`src/rtl/eePkg.sv`:
```
package eePkg;
  localparam int BYTE_W = 8;

  typedef struct packed {
    logic              setAddr;
    logic              pushData;
    logic              rdLoad;
    logic              commit;
    logic              discard;
    logic [BYTE_W-1:0] byteVal;
  } eeStrobe_t;

  typedef enum logic [2:0] {
    S_IDLE, S_DEV, S_ACK, S_WADDR, S_WDATA, S_RD, S_RACK
  } eeState_t;
endpackage

```
`src/rtl/eeLineSync.sv`:
```
module eeLineSync #(
  parameter int STAGES = 2
) (
  input  logic clk,
  input  logic rstN,
  input  logic sclIn,
  input  logic sdaIn,
  output logic sdaQ,
  output logic sclRise,
  output logic sclFall,
  output logic startEv,
  output logic stopEv
);
  logic [1:0] rawLines;
  logic [1:0] synced;
  logic [1:0] prevLines;
  logic       sclQ;

  assign rawLines = {sclIn, sdaIn};

  genvar g;
  generate
    for (g = 0; g < 2; g++) begin : gLine
      logic [STAGES-1:0] chain;
      always_ff @(posedge clk or negedge rstN) begin
        if (!rstN) chain <= '1;
        else       chain <= {chain[STAGES-2:0], rawLines[g]};
      end
      assign synced[g] = chain[STAGES-1];
    end
  endgenerate

  always_ff @(posedge clk or negedge rstN) begin
    if (!rstN) prevLines <= 2'b11;
    else       prevLines <= synced;
  end

  assign sclQ    = synced[1];
  assign sdaQ    = synced[0];
  assign sclRise = sclQ && !prevLines[1];
  assign sclFall = !sclQ && prevLines[1];
  assign startEv = sclQ && prevLines[1] && prevLines[0] && !sdaQ;
  assign stopEv  = sclQ && prevLines[1] && !prevLines[0] && sdaQ;
endmodule

```
`src/rtl/eeCtrl.sv`:
```
module eeCtrl
  import eePkg::*;
(
  input  logic              clk,
  input  logic              rstN,
  input  logic              sdaQ,
  input  logic              sclRise,
  input  logic              sclFall,
  input  logic              startEv,
  input  logic              stopEv,
  input  logic [2:0]        strapIn,
  input  logic              busy,
  input  logic [BYTE_W-1:0] rdData,
  output logic              sdaDrv,
  output eeStrobe_t         stb
);
  eeState_t          state, nextAfterAck;
  logic [2:0]        bitCnt;
  logic [BYTE_W-1:0] rxShift, txShift, rxNext;
  logic              ackDrv, ackOn, mAck, isWrite;

  assign rxNext = {rxShift[BYTE_W-2:0], sdaQ};

  always_ff @(posedge clk or negedge rstN) begin
    if (!rstN) begin
      state        <= S_IDLE;
      nextAfterAck <= S_IDLE;
      bitCnt       <= '0;
      rxShift      <= '0;
      txShift      <= '0;
      ackDrv       <= 1'b0;
      ackOn        <= 1'b0;
      mAck         <= 1'b0;
      isWrite      <= 1'b0;
      sdaDrv       <= 1'b0;
      stb          <= '0;
    end else begin
      stb <= '0;
      if (startEv) begin
        state       <= S_DEV;
        bitCnt      <= '0;
        sdaDrv      <= 1'b0;
        isWrite     <= 1'b0;
        stb.discard <= 1'b1;
      end else if (stopEv) begin
        stb.commit <= isWrite;
        state      <= S_IDLE;
        sdaDrv     <= 1'b0;
        isWrite    <= 1'b0;
      end else begin
        case (state)
          S_DEV, S_WADDR, S_WDATA: if (sclRise) begin
            rxShift <= rxNext;
            bitCnt  <= bitCnt + 3'd1;
            if (bitCnt == 3'd7) begin
              ackOn  <= 1'b0;
              ackDrv <= 1'b1;
              state  <= S_ACK;
              if (state == S_DEV) begin
                if (rxNext[7:1] == {4'b1010, strapIn} && !busy) begin
                  isWrite      <= ~rxNext[0];
                  nextAfterAck <= rxNext[0] ? S_RD : S_WADDR;
                end else begin
                  state <= S_IDLE;
                end
              end else if (state == S_WADDR) begin
                stb.setAddr  <= 1'b1;
                stb.byteVal  <= rxNext;
                nextAfterAck <= S_WDATA;
              end else begin
                stb.pushData <= 1'b1;
                stb.byteVal  <= rxNext;
                nextAfterAck <= S_WDATA;
              end
            end
          end
          S_ACK: if (sclFall) begin
            if (!ackOn) begin
              ackOn  <= 1'b1;
              sdaDrv <= ackDrv;
            end else begin
              ackOn  <= 1'b0;
              state  <= nextAfterAck;
              bitCnt <= '0;
              sdaDrv <= 1'b0;
              if (nextAfterAck == S_RD) begin
                txShift    <= {rdData[BYTE_W-2:0], 1'b0};
                sdaDrv     <= ~rdData[BYTE_W-1];
                stb.rdLoad <= 1'b1;
                bitCnt     <= 3'd1;
              end
            end
          end
          S_RD: if (sclFall) begin
            if (bitCnt == 3'd0) begin
              sdaDrv <= 1'b0;
              state  <= S_RACK;
            end else begin
              sdaDrv  <= ~txShift[BYTE_W-1];
              txShift <= {txShift[BYTE_W-2:0], 1'b0};
              bitCnt  <= bitCnt + 3'd1;
            end
          end
          S_RACK: begin
            if (sclRise) mAck <= ~sdaQ;
            if (sclFall) begin
              if (mAck) begin
                txShift    <= {rdData[BYTE_W-2:0], 1'b0};
                sdaDrv     <= ~rdData[BYTE_W-1];
                stb.rdLoad <= 1'b1;
                bitCnt     <= 3'd1;
                state      <= S_RD;
              end else begin
                sdaDrv <= 1'b0;
                state  <= S_IDLE;
              end
            end
          end
          default: sdaDrv <= 1'b0;
        endcase
      end
    end
  end

  // drive may move only on a falling SCL, a start or a stop
  assert_drive_on_fall_R11: assert property (@(posedge clk) disable iff (!rstN)
    (!sclFall && !startEv && !stopEv) |=> $stable(sdaDrv));

  // the acknowledge slot after a device address is never entered while busy
  assert_no_ack_busy_R5: assert property (@(posedge clk) disable iff (!rstN)
    ($past(state) == S_DEV && state == S_ACK) |-> !$past(busy));

  // in idle the line is released
  assert_idle_released_R1: assert property (@(posedge clk) disable iff (!rstN)
    (state == S_IDLE && $past(state) == S_IDLE) |-> !sdaDrv);
endmodule

```
`src/rtl/eeDatapath.sv`:
```
module eeDatapath
  import eePkg::*;
#(
  parameter int ADDR_W    = 8,
  parameter int PAGE_W    = 3,
  parameter int BUSY_CLKS = 1250000
) (
  input  logic              clk,
  input  logic              rstN,
  input  eeStrobe_t         stb,
  input  logic              wpIn,
  output logic              busy,
  output logic [BYTE_W-1:0] rdData
);
  localparam int DEPTH  = 1 << ADDR_W;
  localparam int PAGE   = 1 << PAGE_W;
  localparam int BUSY_W = $clog2(BUSY_CLKS + 1);

  logic [BYTE_W-1:0] memArr  [DEPTH];
  logic [BYTE_W-1:0] pageBuf [PAGE];
  logic [PAGE-1:0]   pageMask;
  logic [ADDR_W-1:0] addrCnt;
  logic [BUSY_W-1:0] busyCnt;
  logic [PAGE_W-1:0] lane;

  assign lane   = addrCnt[PAGE_W-1:0];
  assign busy   = busyCnt != '0;
  assign rdData = memArr[addrCnt];

  always_ff @(posedge clk or negedge rstN) begin
    if (!rstN) begin
      for (int i = 0; i < DEPTH; i++) memArr[i] <= '1;
      for (int i = 0; i < PAGE; i++) pageBuf[i] <= '0;
      pageMask <= '0;
      addrCnt  <= '0;
      busyCnt  <= '0;
    end else begin
      if (busy) busyCnt <= busyCnt - 1'b1;
      if (stb.setAddr) addrCnt <= stb.byteVal[ADDR_W-1:0];
      if (stb.pushData) begin
        pageBuf[lane]  <= stb.byteVal;
        pageMask[lane] <= 1'b1;
        addrCnt        <= {addrCnt[ADDR_W-1:PAGE_W], lane + 1'b1};
      end
      if (stb.rdLoad) addrCnt <= addrCnt + 1'b1;
      if (stb.discard) pageMask <= '0;
      if (stb.commit) begin
        if (pageMask != '0 && !wpIn) begin
          for (int i = 0; i < PAGE; i++)
            if (pageMask[i]) memArr[{addrCnt[ADDR_W-1:PAGE_W], PAGE_W'(i)}] <= pageBuf[i];
          busyCnt <= BUSY_W'(BUSY_CLKS);
        end
        pageMask <= '0;
      end
    end
  end

  // a data byte never moves the page part of the address
  assert_page_hold_R4: assert property (@(posedge clk) disable iff (!rstN)
    stb.pushData |=> addrCnt[ADDR_W-1:PAGE_W] == $past(addrCnt[ADDR_W-1:PAGE_W]));

  // a read from the last byte continues at byte 0
  assert_read_wrap_R8: assert property (@(posedge clk) disable iff (!rstN)
    (stb.rdLoad && addrCnt == '1) |=> addrCnt == '0);

  // no commit arrives while a write cycle runs
  assert_commit_idle_R5: assert property (@(posedge clk) disable iff (!rstN)
    stb.commit |-> !busy);

  // a protected commit starts no write cycle
  assert_wp_no_cycle_R9: assert property (@(posedge clk) disable iff (!rstN)
    (stb.commit && wpIn) |=> !busy);
endmodule

```
`src/rtl/twoWireEeprom.sv`:
```
module twoWireEeprom
  import eePkg::*;
#(
  parameter int ADDR_W      = 8,
  parameter int PAGE_W      = 3,
  parameter int BUSY_CLKS   = 1250000,
  parameter int SYNC_STAGES = 2
) (
  input  logic       clk,
  input  logic       rstN,
  input  logic       sclIn,
  input  logic       sdaIn,
  input  logic       wpIn,
  input  logic [2:0] strapIn,
  output logic       sdaDrvLow
);
  logic              sdaQ, sclRise, sclFall, startEv, stopEv, busy;
  logic [BYTE_W-1:0] rdData;
  eeStrobe_t         stb;

  eeLineSync #(.STAGES(SYNC_STAGES)) uSync (
    .clk(clk), .rstN(rstN), .sclIn(sclIn), .sdaIn(sdaIn), .sdaQ(sdaQ),
    .sclRise(sclRise), .sclFall(sclFall), .startEv(startEv), .stopEv(stopEv)
  );

  eeCtrl uCtrl (
    .clk(clk), .rstN(rstN), .sdaQ(sdaQ), .sclRise(sclRise), .sclFall(sclFall),
    .startEv(startEv), .stopEv(stopEv), .strapIn(strapIn), .busy(busy),
    .rdData(rdData), .sdaDrv(sdaDrvLow), .stb(stb)
  );

  eeDatapath #(.ADDR_W(ADDR_W), .PAGE_W(PAGE_W), .BUSY_CLKS(BUSY_CLKS)) uDp (
    .clk(clk), .rstN(rstN), .stb(stb), .wpIn(wpIn), .busy(busy), .rdData(rdData)
  );
endmodule

```
`config.mk`:
```
export PLATFORM = sky130hd
export DESIGN_NAME = twoWireEeprom
export DESIGN_NICKNAME = d
export VERILOG_FILES = /design/src/rtl/eePkg.sv /design/src/rtl/eeLineSync.sv /design/src/rtl/eeCtrl.sv /design/src/rtl/eeDatapath.sv /design/src/rtl/twoWireEeprom.sv
export SDC_FILE = /design/constraint.sdc
export NUM_CORES = 2
export LEC_CHECK = 0
export ABC_AREA = 1
export BUFFER_PORTS_ARGS = -buffer_cell sky130_fd_sc_hd__buf_2
export CAP_MARGIN = 20
export CORE_MARGIN = 8
export CORE_UTILIZATION = 25
export CTS_CLUSTER_DIAMETER = 30
export DETAILED_ROUTE_END_ITERATION = 8
export GPL_ROUTABILITY_DRIVEN = 1
export HOLD_SLACK_MARGIN = 0.06
export PLACE_DENSITY_LB_ADDON = 0.05
export SLEW_MARGIN = 20
export SYNTH_ARGS = -nofsm -noshare
export SYNTH_HDL_FRONTEND = slang
export SYNTH_HIERARCHICAL = 1
export SYNTH_SLANG_ARGS = --single-unit
```
`constraint.sdc`:
```
create_clock -name clk -period 5.4 [get_ports clk]
set_input_delay 0.54 -clock clk [delete_from_list [all_inputs] [get_ports clk]]
set_output_delay 0.54 -clock clk [all_outputs]
set_load 0.05 [all_outputs]
```
==> flow_results.xml <==
<?xml version="1.0" encoding="UTF-8"?>
<metrics>
  <group name="outcome">
    <metric name="status" unit="">finished with violations</metric>
    <metric name="failing_checks" unit="">antenna rules</metric>
  </group>
  <group name="routing">
    <metric name="drc" unit="">0</metric>
    <metric name="initialDrtViolationCount" unit="">9384</metric>
    <metric name="detail-route-antenna-nets" unit="">2</metric>
    <metric name="dr.pass1.iters" unit="">6</metric>
    <metric name="post_detailed_route_via_to_cell_ratio" unit="">4.68</metric>
    <metric name="wl_per_cell" unit="um">27.0</metric>
    <metric name="postRouteWirelength" unit="mm">559</metric>
    <metric name="vias" unit="">96900</metric>
  </group>
  <group name="global_route">
    <metric name="track_usage" unit="">0.239</metric>
    <metric name="grt_start_max_net_pins" unit="">147</metric>
    <metric name="antenna_found_initial" unit="">103</metric>
    <metric name="overflow" unit="">0</metric>
    <metric name="via_count_of_the_first_global_routing_pass" unit="">93200</metric>
    <metric name="grt_pass1_wl" unit="mm">767</metric>
  </group>
  <group name="cells_and_area">
    <metric name="layout.cells.most_common" unit="">nand2_1</metric>
    <metric name="filler_cell_count" unit="">45800</metric>
    <metric name="final_design_area_no_fill" unit="mm2">0.139</metric>
    <metric name="final_net_count" unit="">14300</metric>
    <metric name="most-common-layout-cells" unit="">4878 x nand2_1, 2192 x o21ai_0, 2054 x dfstp_2</metric>
    <metric name="post_route_cells_drive_above_1_share" unit="">0.256</metric>
    <metric name="area_growth_syn_to_layout" unit="%">28.3</metric>
  </group>
  <group name="floorplan">
    <metric name="die_y" unit="um">673</metric>
    <metric name="design.die.area" unit="mm2">0.453</metric>
    <metric name="fp-row-count" unit="">241</metric>
    <metric name="die-width" unit="um">673</metric>
    <metric name="initial_core_util" unit="">0.251</metric>
    <metric name="ioPinCount" unit="">9</metric>
    <metric name="coreArea" unit="mm2">0.431</metric>
  </group>
  <group name="place">
    <metric name="routabilityCongestion" unit="">0.907</metric>
    <metric name="dp_hpwl" unit="mm">349</metric>
    <metric name="place.port_buffers" unit="">8</metric>
    <metric name="postPlaceCellArea" unit="mm2">0.114</metric>
  </group>
  <group name="power_and_ir_drop">
    <metric name="ir_drop" unit="mV">0.250</metric>
    <metric name="power_leakage" unit="nW">54.7</metric>
    <metric name="power_density" unit="mW/mm2">421</metric>
  </group>
  <group name="critical_path">
    <metric name="start_kind" unit="">flip-flop</metric>
    <metric name="critPathArrivalTime" unit="ns">5.17</metric>
    <metric name="timing.rr.end" unit="">uCtrl/sdaDrv$_DFFE_PN0P_</metric>
    <metric name="critPathLaunch" unit="">uDp/addrCnt[0]$_DFFE_PN0P_</metric>
    <metric name="regToRegSetupSlack" unit="ns">1.22</metric>
    <metric name="timing.critical_path.cells" unit="">inv_8 -&gt; buf_4 -&gt; nand2_1 -&gt; nand3_1 -&gt; nand2_1 -&gt; nor2_1 -&gt; nor2_1 -&gt; nor2_1 -&gt; nand2_1 -&gt; nand2_1 -&gt; nand2_1 -&gt; nor2_1 -&gt; nand2_1 -&gt; a21oi_1 -&gt; o21ai_0 -&gt; nand2_1</metric>
    <metric name="timing.reg2reg.worst_path_depth" unit="">16</metric>
    <metric name="critical_path.slowest_cell" unit="">inv_8</metric>
    <metric name="crit-reg2reg-launch" unit="">uDp/addrCnt[0]$_DFFE_PN0P_</metric>
    <metric name="crit_type" unit="">flip-flop to flip-flop</metric>
    <metric name="critical_path.max_fanout" unit="">70</metric>
    <metric name="cp_slowest_stage_delay" unit="ns">0.58</metric>
    <metric name="worst_setup_path_end_kind" unit="">flip-flop</metric>
    <metric name="critPathRequiredTime" unit="ns">6.39</metric>
    <metric name="endpoint" unit="">uCtrl/sdaDrv$_DFFE_PN0P_</metric>
    <metric name="critical-path-top-cell-by-count" unit="">nand2_1</metric>
  </group>
  <group name="synth">
    <metric name="synth.yosys.warnings" unit="">6</metric>
    <metric name="synth_top_cells_by_area" unit="">dfstp_2 50%, nand2_1 17%, o21ai_0 10%, inv_1 6.1%, nand3_1 4.2%</metric>
    <metric name="synth_nets" unit="">14200</metric>
    <metric name="postSynth.topFlopCell" unit="">dfstp_2</metric>
    <metric name="yosysUniqueCellTypes" unit="">43</metric>
    <metric name="synth_top_area_cell" unit="">dfstp_2</metric>
    <metric name="post_syn_area_per_cell" unit="um2">7.60</metric>
    <metric name="yosys_register_bits" unit="">2196</metric>
    <metric name="async_flop_share" unit="">1.00</metric>
    <metric name="synth_edf_count" unit="">0</metric>
    <metric name="yosysSeqAreaShare" unit="">0.533</metric>
    <metric name="synthesis.instances" unit="">14200</metric>
    <metric name="combined_area_of_all_synthesized_cells" unit="mm2">0.108</metric>
    <metric name="synth_top_area_frac" unit="">0.500</metric>
  </group>
  <group name="timing">
    <metric name="fin_tns_setup" unit="ns">0</metric>
    <metric name="maxClockFrequency" unit="MHz">239</metric>
    <metric name="maxSlewViolCount" unit="">0</metric>
    <metric name="finalSetupViolCount" unit="">0</metric>
    <metric name="timing.final.hold_violations" unit="">0</metric>
    <metric name="min_period" unit="ns">4.18</metric>
    <metric name="worst_slew_margin_rel" unit="">0.207</metric>
    <metric name="grt_setup_unrepaired" unit="">false</metric>
    <metric name="worst_max_slew_pin_slew" unit="ns">1.18</metric>
    <metric name="timing.clock.skew" unit="ns">0.0862</metric>
    <metric name="layout_worst_path_cycle_share" unit="">0.775</metric>
  </group>
  <group name="clock_network">
    <metric name="cts_hold_buf" unit="">6</metric>
    <metric name="clkSinkCount" unit="">2196</metric>
    <metric name="worstSkewPairLatency" unit="ns">1.07</metric>
    <metric name="h-tree-depth" unit="">6</metric>
    <metric name="clk_root_buffer_cell" unit="">clkbuf_16</metric>
    <metric name="clk_pin_slew" unit="ns">0.04</metric>
    <metric name="cts_made_buffers" unit="">706</metric>
    <metric name="cts_resized" unit="">0</metric>
    <metric name="clockBufferDepth" unit="">4</metric>
    <metric name="cts_tree" unit="">built</metric>
    <metric name="post_cts_buffers" unit="">0</metric>
  </group>
  <group name="worst_hold_path">
    <metric name="timing.hold.worst.class" unit="">input pin to flip-flop</metric>
  </group>
  <group name="job">
    <metric name="maxCapViolCount" unit="">0</metric>
  </group>
</metrics>
==> worst max-delay path: cells and delay by family, from the launching register on <==
family	cells	cell delay (ns)
buffers and inverters	2	0.98
AOI/OAI and AO/OA	2	0.34
DFF	1	0.57
and+or+nand+nor	12	2.06
==> cells in the mapped netlist, drive strengths merged (10+ instances only) <==
library cell,count
nand2,4881
o21ai,2204
dfstp,2054
inv,1750
nor2,1041
nand3,904
clkbuf,610
buf,264
or2,234
dfrtp,142
nor3,30
a21oi,24
o211ai,21
nand4,10
==> through the flow <==
stage,cells,worst slack [ns],util,total power [mW],hold slack [ns]
global placement,19300,1.03,0.265,17.6,0.349
detailed placement,19300,1.23,0.265,17.6,0.355
floorplan,14200,3.14,-,17.1,0.244
finish,20700,1.22,0.322,58.3,0.145
CTS,20600,1.20,0.321,59.1,0.0705
global route,20600,1.03,0.321,60.1,0.0975
==> power by group <==
group          switching, mW  total (mW)  internal (mW)
Clock                   12.2        40.9           28.7
Combinational          0.635       0.781          0.146
Sequential            0.0334        16.7           16.6
Total                   12.9        58.3           45.5
==> routing by layer <==
| metal | GRT usage | part of all wire | vias up |
|---|---|---|---|
| li1 | - | - | 44500 |
| met1 | 0.339 | 0.46 | 47900 |
| met2 | 0.361 | 0.43 | 3573 |
| met3 | 0.0437 | 0.067 | 885 |
| met4 | 0.0925 | 0.038 | 2 |
| met5 | 0 | 0.000020 | - |
==> kinds of logic after synthesis <==
group | count (synthesis) | synth area share
AO/OA/AOI/OAI | 2262 | 0.106
XOR/XNOR | 9 | 0.000730
adder cells (fa/ha/maj) | 5 | 0.000579
buffers and inverters | 2625 | 0.0940
flip-flops | 2196 | 0.533
multiplexers | 6 | 0.000556
AND/OR/NAND/NOR | 7110 | 0.266
==> layout make-up <==
class	count	area, um2	area share
flip-flops and latches	2196	57500	0.415
multi-input cells	9392	40400	0.291
clock buffers	1075	21200	0.153
well taps	5710	7140	0.0515
inverters	1751	6630	0.0478
clock inverters	210	2890	0.0208
repair buffers	266	2580	0.0186
diodes	93	233	0.00168
==> worst min path at each step <==
stage                                       from  cells after the start                                 to
6_report                                   sdaIn                      2  uSync/gLine[0].chain[0]$_DFF_PN1_
3_3_place_gp   uSync/gLine[0].chain[0]$_DFF_PN1_                      0  uSync/gLine[0].chain[1]$_DFF_PN1_
4_1_cts                                    sdaIn                      2  uSync/gLine[0].chain[0]$_DFF_PN1_
2_1_floorplan                               rstN                      0           uCtrl/ackDrv$_DFFE_PN0P_
3_5_place_dp   uSync/gLine[0].chain[0]$_DFF_PN1_                      0  uSync/gLine[0].chain[1]$_DFF_PN1_
5_1_grt                                    sdaIn                      2  uSync/gLine[0].chain[0]$_DFF_PN1_
==> registers in the layout (all words and copies together) (netlist names) <==
register / cells
uDp/busyCnt: 21
uCtrl/nextAfterAck: 3
uDp/addrCnt: 8
uCtrl/mAck: 1
uCtrl/bitCnt: 3
uCtrl/ackOn: 1
uDp/pageMask: 8
uSync/prevLines: 2
uDp/pageBuf: 64
uCtrl/ackDrv: 1
uCtrl/sdaDrv: 1
uSync/gLine.chain: 4
uCtrl/isWrite: 1
uDp/memArr: 2048
uCtrl/rxShift: 7
uCtrl/txShift: 7
uCtrl/stb: 13
uCtrl/state: 3
(Power assumes the default switching activity.)
